--- src/rtl/shbuf_pkg.sv ---
package shbuf_pkg;
  typedef enum logic {SP_CLK = 1'b0, SP_RAM = 1'b1} space_e;

  // all-ones address selects burst
  function automatic logic is_burst_addr(input logic [4:0] a);
    return &a;
  endfunction

  // clock-space burst commits only when every register is dirty
  function automatic logic [7:0] commit_mask(input logic burst_clk, input logic [7:0] dirty);
    return (burst_clk && !(&dirty)) ? 8'h00 : dirty;
  endfunction
endpackage

--- src/rtl/shbuf_addr_ctrl.sv ---
module shbuf_addr_ctrl
  import shbuf_pkg::*;
#(
  parameter int ADDR_W = 5
) (
  input  logic              clk,
  input  logic              rst_n,
  input  logic              ce_rise,
  input  logic              cmd_stb,
  input  logic              cmd_ram,
  input  logic [ADDR_W-1:0] cmd_addr,
  input  logic              step,
  output space_e            space,
  output logic              burst,
  output logic [ADDR_W-1:0] ptr
);
  localparam logic [ADDR_W-1:0] TOP = '1;

  always_ff @(posedge clk or negedge rst_n) begin
    if (!rst_n) begin
      space <= SP_CLK;
      burst <= 1'b0;
      ptr   <= '0;
    end else if (ce_rise) begin
      space <= SP_CLK;
      burst <= 1'b0;
      ptr   <= '0;
    end else if (cmd_stb) begin
      space <= cmd_ram ? SP_RAM : SP_CLK;
      burst <= (cmd_addr == TOP);
      ptr   <= (cmd_addr == TOP) ? '0 : cmd_addr;
    end else if (step && burst && ptr != TOP) begin
      ptr <= ptr + 1'b1;
    end
  end
endmodule

--- src/rtl/shbuf_clk_bank.sv ---
module shbuf_clk_bank #(
  parameter int NUM_CLK = 8,
  parameter int DATA_W  = 8,
  localparam int CI_W   = $clog2(NUM_CLK)
) (
  input  logic                      clk,
  input  logic                      rst_n,
  input  logic                      snap,
  input  logic [NUM_CLK*DATA_W-1:0] live_flat,
  input  logic                      wr_en,
  input  logic [CI_W-1:0]           wr_idx,
  input  logic [DATA_W-1:0]         wr_data,
  output logic [NUM_CLK*DATA_W-1:0] shadow_flat,
  output logic [NUM_CLK-1:0]        dirty
);
  for (genvar i = 0; i < NUM_CLK; i++) begin : g_reg
    always_ff @(posedge clk or negedge rst_n) begin
      if (!rst_n) begin
        shadow_flat[i*DATA_W +: DATA_W] <= '0;
        dirty[i]                        <= 1'b0;
      end else if (snap) begin
        shadow_flat[i*DATA_W +: DATA_W] <= live_flat[i*DATA_W +: DATA_W];
        dirty[i]                        <= 1'b0;
      end else if (wr_en && wr_idx == CI_W'(i)) begin
        shadow_flat[i*DATA_W +: DATA_W] <= wr_data;
        dirty[i]                        <= 1'b1;
      end
    end
  end
endmodule

--- src/rtl/shbuf_ram_bank.sv ---
module shbuf_ram_bank #(
  parameter int ADDR_W = 5,
  parameter int DATA_W = 8,
  localparam int DEPTH = (1 << ADDR_W) - 1
) (
  input  logic              clk,
  input  logic              rst_n,
  input  logic              wr_en,
  input  logic [ADDR_W-1:0] addr,
  input  logic [DATA_W-1:0] wr_data,
  output logic [DATA_W-1:0] rd_data
);
  localparam logic [ADDR_W-1:0] LIM = ADDR_W'(DEPTH);
  logic [DATA_W-1:0] mem [DEPTH];

  for (genvar i = 0; i < DEPTH; i++) begin : g_byte
    always_ff @(posedge clk or negedge rst_n) begin
      if (!rst_n)                             mem[i] <= '0;
      else if (wr_en && addr == ADDR_W'(i))   mem[i] <= wr_data;
    end
  end

  always_comb begin
    rd_data = '0;
    for (int i = 0; i < DEPTH; i++)
      if (addr == ADDR_W'(i)) rd_data = mem[i];
    if (addr == LIM) rd_data = '0;
  end
endmodule

--- src/rtl/shbuf_commit.sv ---
module shbuf_commit
  import shbuf_pkg::*;
#(
  parameter int NUM_CLK = 8,
  parameter int DATA_W  = 8
) (
  input  logic                      clk,
  input  logic                      rst_n,
  input  logic                      ce_fall,
  input  logic                      burst_clk,
  input  logic [NUM_CLK-1:0]        dirty,
  input  logic [NUM_CLK*DATA_W-1:0] shadow_flat,
  output logic [NUM_CLK-1:0]        load_en,
  output logic [NUM_CLK*DATA_W-1:0] load_bus,
  output logic                      presc_clr
);
  logic [NUM_CLK-1:0] mask;
  assign mask = (burst_clk && !(&dirty)) ? '0 : dirty;

  always_ff @(posedge clk or negedge rst_n) begin
    if (!rst_n) begin
      load_en   <= '0;
      load_bus  <= '0;
      presc_clr <= 1'b0;
    end else begin
      load_en   <= ce_fall ? mask : '0;
      presc_clr <= ce_fall && mask[0];
      if (ce_fall) load_bus <= shadow_flat;
    end
  end
endmodule

--- src/rtl/shbuf_top.sv ---
module shbuf_top
  import shbuf_pkg::*;
#(
  parameter int NUM_CLK = 8,
  parameter int DATA_W  = 8,
  parameter int ADDR_W  = 5
) (
  input  logic                      clk,
  input  logic                      rst_n,
  input  logic                      ce_rise,
  input  logic                      ce_fall,
  input  logic                      cmd_stb,
  input  logic                      cmd_ram,
  input  logic [ADDR_W-1:0]         cmd_addr,
  input  logic                      wr_stb,
  input  logic [DATA_W-1:0]         wr_data,
  input  logic                      rd_stb,
  output logic [DATA_W-1:0]         rd_data,
  input  logic [NUM_CLK*DATA_W-1:0] live_time,
  output logic [NUM_CLK-1:0]        load_en,
  output logic [NUM_CLK*DATA_W-1:0] load_bus,
  output logic                      presc_clr
);
  localparam int CI_W = $clog2(NUM_CLK);
  localparam logic [ADDR_W-1:0] CLK_LIM = ADDR_W'(NUM_CLK);

  space_e                    space;
  logic                      burst;
  logic [ADDR_W-1:0]         ptr;
  logic [NUM_CLK*DATA_W-1:0] shadow_flat;
  logic [NUM_CLK-1:0]        dirty;
  logic [DATA_W-1:0]         ram_rd;
  logic [DATA_W-1:0]         sh_arr [NUM_CLK];

  // named internal events
  logic ev_snap, ev_commit, ev_wr_clk, ev_wr_ram, in_clk, burst_clk;
  assign ev_snap   = ce_rise;
  assign ev_commit = ce_fall;
  assign in_clk    = ptr < CLK_LIM;
  assign ev_wr_clk = wr_stb && space == SP_CLK && in_clk;
  assign ev_wr_ram = wr_stb && space == SP_RAM;
  assign burst_clk = burst && space == SP_CLK;

  shbuf_addr_ctrl #(.ADDR_W(ADDR_W)) u_addr (
    .clk(clk), .rst_n(rst_n), .ce_rise(ce_rise), .cmd_stb(cmd_stb),
    .cmd_ram(cmd_ram), .cmd_addr(cmd_addr), .step(wr_stb | rd_stb),
    .space(space), .burst(burst), .ptr(ptr)
  );

  shbuf_clk_bank #(.NUM_CLK(NUM_CLK), .DATA_W(DATA_W)) u_clk (
    .clk(clk), .rst_n(rst_n), .snap(ev_snap), .live_flat(live_time),
    .wr_en(ev_wr_clk), .wr_idx(ptr[CI_W-1:0]), .wr_data(wr_data),
    .shadow_flat(shadow_flat), .dirty(dirty)
  );

  shbuf_ram_bank #(.ADDR_W(ADDR_W), .DATA_W(DATA_W)) u_ram (
    .clk(clk), .rst_n(rst_n), .wr_en(ev_wr_ram), .addr(ptr),
    .wr_data(wr_data), .rd_data(ram_rd)
  );

  shbuf_commit #(.NUM_CLK(NUM_CLK), .DATA_W(DATA_W)) u_commit (
    .clk(clk), .rst_n(rst_n), .ce_fall(ev_commit), .burst_clk(burst_clk),
    .dirty(dirty), .shadow_flat(shadow_flat), .load_en(load_en),
    .load_bus(load_bus), .presc_clr(presc_clr)
  );

  for (genvar i = 0; i < NUM_CLK; i++) begin : g_unpack
    assign sh_arr[i] = shadow_flat[i*DATA_W +: DATA_W];
  end

  always_comb begin
    if (space == SP_CLK) rd_data = in_clk ? sh_arr[ptr[CI_W-1:0]] : '0;
    else                 rd_data = ram_rd;
  end
endmodule

--- config.mk ---
export PLATFORM = sky130hd
export DESIGN_NAME = shbuf_top
export DESIGN_NICKNAME = d
export VERILOG_FILES = /design/src/rtl/shbuf_pkg.sv /design/src/rtl/shbuf_addr_ctrl.sv /design/src/rtl/shbuf_clk_bank.sv /design/src/rtl/shbuf_ram_bank.sv /design/src/rtl/shbuf_commit.sv /design/src/rtl/shbuf_top.sv
export SDC_FILE = /design/constraint.sdc
export NUM_CORES = 1
export LEC_CHECK = 0
export ABC_AREA = 0
export BUFFER_PORTS_ARGS = -buffer_cell sky130_fd_sc_hd__buf_2
export CORE_AREA = 2 2 197 238
export CTS_CLUSTER_DIAMETER = 100
export DETAILED_ROUTE_END_ITERATION = 10
export DIE_AREA = 0 0 199 240
export PLACE_DENSITY_LB_ADDON = 0.25
export SYNTH_ARGS = -nofsm -noshare
export SYNTH_HDL_FRONTEND = slang
export SYNTH_HIERARCHICAL = 1
export SYNTH_SLANG_ARGS = --single-unit
--- constraint.sdc ---
create_clock -name clk -period 2.9 [get_ports clk]
set_input_delay 0.58 -clock clk [delete_from_list [all_inputs] [get_ports clk]]
set_output_delay 0.58 -clock clk [all_outputs]
set_load 0.005 [all_outputs]
==> results of run 1 <==
## what timing repair did
| item | CTS | global route |
|---|---|---|
| hold buffers | 1 | 0 |
| buffers inserted | 7 | 19 |
| resized for setup | 62 | 59 |
| pin swaps | 13 | 16 |
| endpoints found under the hold margin | 48 | 0 |
| endpoints found under the setup margin | 8 | 9 |
| cloned | 4 | 1 |
## area by class of cell
| class | count | area (um2) | share of cell area |
|---|---|---|---|
| multi-input combinational | 1135 | 9880 | 0.397 |
| antenna | 1 | 2.50 | 0.000100 |
| clock buffer | 59 | 1190 | 0.0476 |
| tap | 616 | 771 | 0.0310 |
| timing repair buffer | 385 | 2880 | 0.116 |
| sequential | 399 | 9990 | 0.401 |
| inverter | 11 | 43.8 | 0.00176 |
| clock inverter | 15 | 141 | 0.00568 |
## metal layers
layer  up-vias  part of all wire  wire, um
met5         -                 0         0
met4         0             0.054      3610
met3       188             0.055      3670
met2       631              0.49     32400
met1      7742              0.40     26700
li1       6666                 -         -
## worst max path at each step
stage | startpoint | to | slack (ns)
after floorplan | u_addr/ptr[1] | rd_data[7] | 0.38
after global placement | u_addr/ptr[2] | rd_data[4] | -0.32
after detailed placement | u_addr/ptr[2] | rd_data[4] | -0.30
after CTS | u_addr/ptr[0] | rd_data[7] | -0.60
after global routing | u_addr/ptr[3] | rd_data[5] | -0.67
final | u_addr/ptr[3] | rd_data[5] | -0.60
## through the flow
| stage | total power [mW] | setup slack (ns) | hold slack (ns) |
|---|---|---|---|
| finish | 14.1 | -0.603 | 0.295 |
| global route | 14.6 | -0.672 | 0.304 |
| CTS | 14.1 | -0.604 | 0.280 |
| detailed placement | 8.67 | -0.303 | 0.485 |
| global placement | 8.63 | -0.319 | 0.482 |
| floorplan | 7.59 | 0.378 | 0.284 |
## worst register-to-register path, cell delays in order (launching register included)
cell	delay, ns
dfrtp_4	0.52
buf_8	0.16
buf_12	0.15
buf_4	0.15
bufbuf_16	0.28
ha_1	0.21
and3_1	0.17
ha_1	0.17
and3b_2	0.34
xor2_2	0.14
nor2_1	0.06
a211oi_2	0.36
## state kept, by name, indices dropped and copies added, names as in the netlist
signal and cells:
u_clk/dirty 8, u_commit/load_en 8, u_addr/burst 1, u_addr/ptr 5, u_commit/load_bus 64, u_clk/shadow_flat 64, u_addr/space 1, u_ram/mem 248
## placed cells by master, fill, tap and decap left out, drive strengths merged, types with 4 or more instances in the layout
cell,netlist,routed
o31ai,13,13
buf,90,381
o21a,10,10
clkinv,0,8
mux4,13,13
a21o,13,13
o32ai,9,9
a22oi,4,4
nand2,196,196
nor3,18,18
nor2b,21,21
a211o,4,4
and3b,4,4
a21oi,71,71
inv,11,14
mux2i,31,31
nand2b,18,18
nor2,88,88
clkbuf,32,60
dfrtp,399,399
a211oi,14,14
and3,4,4
nand3,19,19
a31oi,14,14
a221oi,7,7
a221o,5,5
mux2,387,387
or3b,4,5
and2,5,5
o21ai,53,53
nand4,7,7
o22ai,33,33
nor3b,5,5
o221ai,11,11
## cells by family (layout without fill, tap and decap cells)
logic type	count (synthesis)	in the layout	synth area share
mux	431	431	0.257
other cells	0	1	0
buf+inv	133	470	0.0441
fa+ha+maj	2	2	0.00123
simple gates	410	411	0.107
flops	399	399	0.492
xor+xnor	1	1	0.000801
compound gates	290	290	0.0975
## where the power goes
part | total, mW | switching, mW | internal (mW)
sequential | 6.34 | 0.329 | 6.01
combinational | 2.43 | 1.21 | 1.22
clock | 5.30 | 2.26 | 3.04
total | 14.1 | 3.80 | 10.3
==> results.yml, run 1 <==
logic_synthesis:
  synth.area.top_cells: "dfrtp_1 49%, mux2_2 17%, mux2_4 5.2%, nand2_1 3.5%, a21oi_1 1.7%"
  netlist_area_um2: 20300
  ys_seq_area_frac: 0.492
  yosysWarnings: 6
  syn_inst: 1666
  synth_edf_count: 0
  syn_nets: 1753
  yosysTopAreaCell: "dfrtp_1"
  synth_top_area_share: 0.492
  ys_seq_elements: 399
  netlist-cell-type-count: 96
  ys_async_sr_fraction: 1.00
  synth_common_cells: "399 x dfrtp_1, 303 x mux2_2, 192 x nand2_1, 70 x mux2_4, 69 x a21oi_1"
  synth.most_common_cell: "dfrtp_1"
  synth_area_per_cell_um2: 12.2
  synth_top_flop_cell: "dfrtp_1"
place:
  globalplace.congestion: 0.958
  dp_cells: 2520
  hpwlAfterDp_um: 47200
  placed_area_um2: 22800
  io_buffers: 165
min_path:
  hp-class: "in -> reg"
  worstHoldStart: "cmd_ram"
  hold_path_depth: 3
  hold_end: "u_addr/space"
cells_and_area:
  num-nets-final: 2062
  drive_gt1_frac: 0.491
  fin_cells: 2621
  utilization: 0.547
  synthToLayoutAreaGrowth_pct: 22.6
  fillers: 3930
  final_cell_area_um2: 24900
floorplan:
  core_area_um2: 45500
  io_pins: 166
  die_area_um2: 47800
  rows: 86
  die_h_um: 240
  initial_core_util: 0.446
  die_w_um: 199
clock_tree:
  cts_sinks: 399
  clk_latency_ns: 0.55
  cts_buffer_depth: 3
  cts_root_buf: "clkbuf_16"
  htreeDepth: 2
  cts_buffers: 43
  cts_tree: "done"
  clkTransAtPathRegs_ns: 0.06
power:
  pwr_density_cell_nw_per_um2: 565
  ir_worst_vdd_mv: 0.477
  p_leak_nw: 12.0
detailed_routing:
  dr.pass1.iters: 6
  initialDrtViolationCount: 1040
  vias: 15200
  avgRoutedWirePerCell_um: 25.3
  wl_um: 66400
  drtAntennaViolNets: 0
  via_per_inst: 5.81
  route.detailed.drc: 0
setup_path:
  cp_slowest_cell: "or3b_4"
  worst_r2r_path_depth: 11
  slowest_delay_ns: 0.45
  crit_chain: "buf_12 -> or3b_4 -> buf_6 -> o22ai_1 -> a221oi_2 -> o21ai_2 -> a31oi_4 -> a211o_1 -> nand2_1 -> o31ai_1 -> buf_2"
  r2r-end: "u_addr/ptr[0]"
  worstSetupPathType: "reg -> out"
  critPathArrivalTime_ns: 2.92
  startpoint_type: "flop"
  r2r_start: "u_addr/ptr[1]"
  crit_buf_inv: 3
  crit_family: "compound AO/OA/AOI/OAI gates"
  reg2reg_slack_ns: 0.07
  crit_required_ns: 2.32
  critical_path.max_fanout: 9
  end_kind: "output pin"
  crit_cells: 11
sta:
  slew_violations: 0
  skew_ns: 0.0246
  setup_viol: 8
  tns_ns: -4.70
  slew_headroom: 0.474
  max_freq_mhz: 285
  finalHoldViolCount: 0
  period_needed_ns: 3.50
  rsz0062_at_grt: "true"
  layout_setup_ws_ns: -0.603
  period_share: 1.21
  tightestPinTransition_ns: 0.790
status:
  violations: "negative setup slack"
  run_status: "complete, but fails checks"
global_routing:
  use_met1: 0.350
  grt_pass1_wl_um: 98900
  antenna_found_initial: 1
  grt_use_met2: 0.472
  use_met3: 0.0372
  grt.busiest_layer: "met2"
  grt_usage: 0.279
  overflow: 0
  grt_pass1_vias: 15500
  grt_start_max_net_pins: 81
flow_run:
  max_cap_viol_count: 0
Power figures use the tool's default switching activity.
==> inputs of run 2 (changes only) <==
SETUP_SLACK_MARGIN = 0.4   (was unset)
==> run 2 against run 1 <==
Non-clock buffer count is 13 higher. Setup slack worse by 0.17 ns. Via count is 0.33% higher. First-iteration DRC count is 13% higher. Critical path depth is 1 higher. Final area is 1.1% higher. The run still ends with negative setup slack left. Register-to-register slack better by 0.18 ns. Global-route usage is 0.11 points lower. Final cell count is 0.53% higher.
==> results.yml, run 2 (synthesis gave the netlist of run 1 again) <==
status:
  run_status: "complete, but fails checks"
  violations: "negative setup slack"
setup_path:
  cp_slowest_cell: "dfrtp_4"
  critPathArrivalTime_ns: 3.09
  crit_buf_inv: 4
  critical_path.max_fanout: 8
  critical_path.most_common_cell: "buf_6"
  startpoint_type: "flop"
  end_kind: "output pin"
  worstSetupPathType: "reg -> out"
  crit_required_ns: 2.32
  slowest_delay_ns: 0.55
  crit_family: "compound AO/OA/AOI/OAI gates"
  reg2reg_slack_ns: 0.25
  crit_chain: "buf_6 -> nor2b_2 -> buf_6 -> a31oi_4 -> o21ai_2 -> o211ai_1 -> a211oi_2 -> buf_4 -> a211o_1 -> nand2_1 -> o31ai_1 -> buf_2"
detailed_routing:
  initialDrtViolationCount: 1175
  route.detailed.drc: 0
  via_per_inst: 5.80
  dr.pass1.iters: 7
  drtAntennaViolNets: 0
  vias: 15300
  avgRoutedWirePerCell_um: 25.1
  wl_um: 66100
global_routing:
  grt_pass1_vias: 15800
  grt_usage: 0.278
  antenna_found_initial: 1
  grt_pass1_wl_um: 98900
  grt_start_max_net_pins: 64
  overflow: 0
floorplan:
  die_w_um: 199
  rows: 86
  initial_core_util: 0.446
  die_h_um: 240
  io_pins: 166
  core_area_um2: 45500
  die_area_um2: 47800
sta:
  max_freq_mhz: 272
  skew_ns: 0.0197
  period_needed_ns: 3.67
  tns_ns: -5.62
  layout_setup_ws_ns: -0.774
  finalHoldViolCount: 0
  slew_headroom: 0.446
  setup_viol: 8
  rsz0062_at_grt: "true"
  slew_violations: 0
  period_share: 1.27
  tightestPinTransition_ns: 0.830
  holdWs_ns: 0.308
power:
  intPower_mw: 10.6
  pwr-share-seq: 0.438
  p_sw_frac: 0.268
  ir_worst_vdd_mv: 0.381
  clkPwrFrac: 0.393
  pwr-share-comb: 0.169
  p_leak_nw: 12.0
  pwr_density_cell_nw_per_um2: 574
  power_switching_mw: 3.86
flow_run:
  max_cap_viol_count: 0
cells_and_area:
  multi_input_area_um2: 9880
  largest_register: "u_ram/mem"
  synthToLayoutAreaGrowth_pct: 23.9
  final_common_cell: "dfrtp_1"
  register_area_um2: 10000
  final_cell_mix: "396 x dfrtp_1, 303 x mux2_2, 190 x buf_4"
  top_regs: "u_ram/mem: 248 flops, u_clk/shadow_flat: 64 flops, u_commit/load_bus: 64 flops"
  largest_register_ffs: 248
  drive_gt1_frac: 0.489
  antennaDiodeCount: 0
  fillers: 3876
  num-nets-final: 2075
clock_tree:
  cts_sinks: 399
  cts_buffer_depth: 3
  cts_root_buf: "clkbuf_16"
  htreeDepth: 2
  cts_buffers: 43
  cts_tree: "done"
  clkTransAtPathRegs_ns: 0.06
  clk_latency_ns: 0.57
place:
  io_buffers: 165
  hpwlAfterDp_um: 46700
  pre_cts_ws_ns: -0.439
  globalplace.congestion: 0.987
min_path:
  hp-class: "in -> reg"
==> run 2: layout make-up <==
type                       instances  share of cell area
clock inverter                    14             0.00751
sequential                       399               0.397
inverter                          11             0.00189
tap                              616              0.0306
clock buffer                      62              0.0496
timing repair buffer             398               0.120
multi-input combinational       1135               0.393
==> run 2: routing by layer <==
metal  vias to the layer above  routed length (um)  track usage
met5                         -                   0            0
met4                         0                3090        0.126
met3                       174                3750       0.0396
met2                       601               32800        0.474
met1                      7827               26500        0.350
li1                       6676                   -            -
==> run 2: repair_timing <==
action | 4_1_cts | 5_1_grt
gates cloned | 2 | 2
hold buffers | 1 | 0
setup endpoints to repair | 124 | 135
buffers inserted | 24 | 8
pin swaps | 31 | 15
hold endpoints to repair | 50 | 0
gates resized for setup | 90 | 39
==> run 2: final timing paths <==
path / startpoint / to / cells past startpoint
worst max-delay path: u_addr/ptr[2] / rd_data[4] / 12
worst min-delay path: cmd_ram / u_addr/space / 3
min in group asynchronous: rst_n / u_commit/load_en[4] / 2
worst max register to register: u_addr/ptr[4] / u_clk/shadow_flat[54] / 9
worst min register to register: u_ram/mem[244] / u_ram/mem[244] / 1
max in group asynchronous: rst_n / u_ram/mem[110] / 3
==> run 2: power by group through the flow <==
stage / clock network, mW / logic (mW) / registers [mW]
floorplan: 0 / 1.27 / 6.32
global placement: 0 / 2.22 / 6.41
detailed placement: 0 / 2.25 / 6.42
CTS: 5.77 / 2.38 / 6.32
global route: 6.01 / 2.59 / 6.37
finish: 5.67 / 2.44 / 6.32
==> run 2: worst min-delay path: cells and delay by family <==
kind / cells / cell delay [ns]
buffers and inverters: 1 / 0.09
muxes: 1 / 0.06
and+or+nand+nor: 1 / 0.10
==> run 2: through the flow <==
step,instance area (um2),utilization,total power [mW],cells
2_1_floorplan,20300,-,7.59,1666
3_3_place_gp,22800,0.500,8.62,2522
3_5_place_dp,22800,0.500,8.66,2522
4_1_cts,24900,0.547,14.5,2625
5_1_grt,25200,0.553,15.0,2635
6_report,25200,0.553,14.4,2635
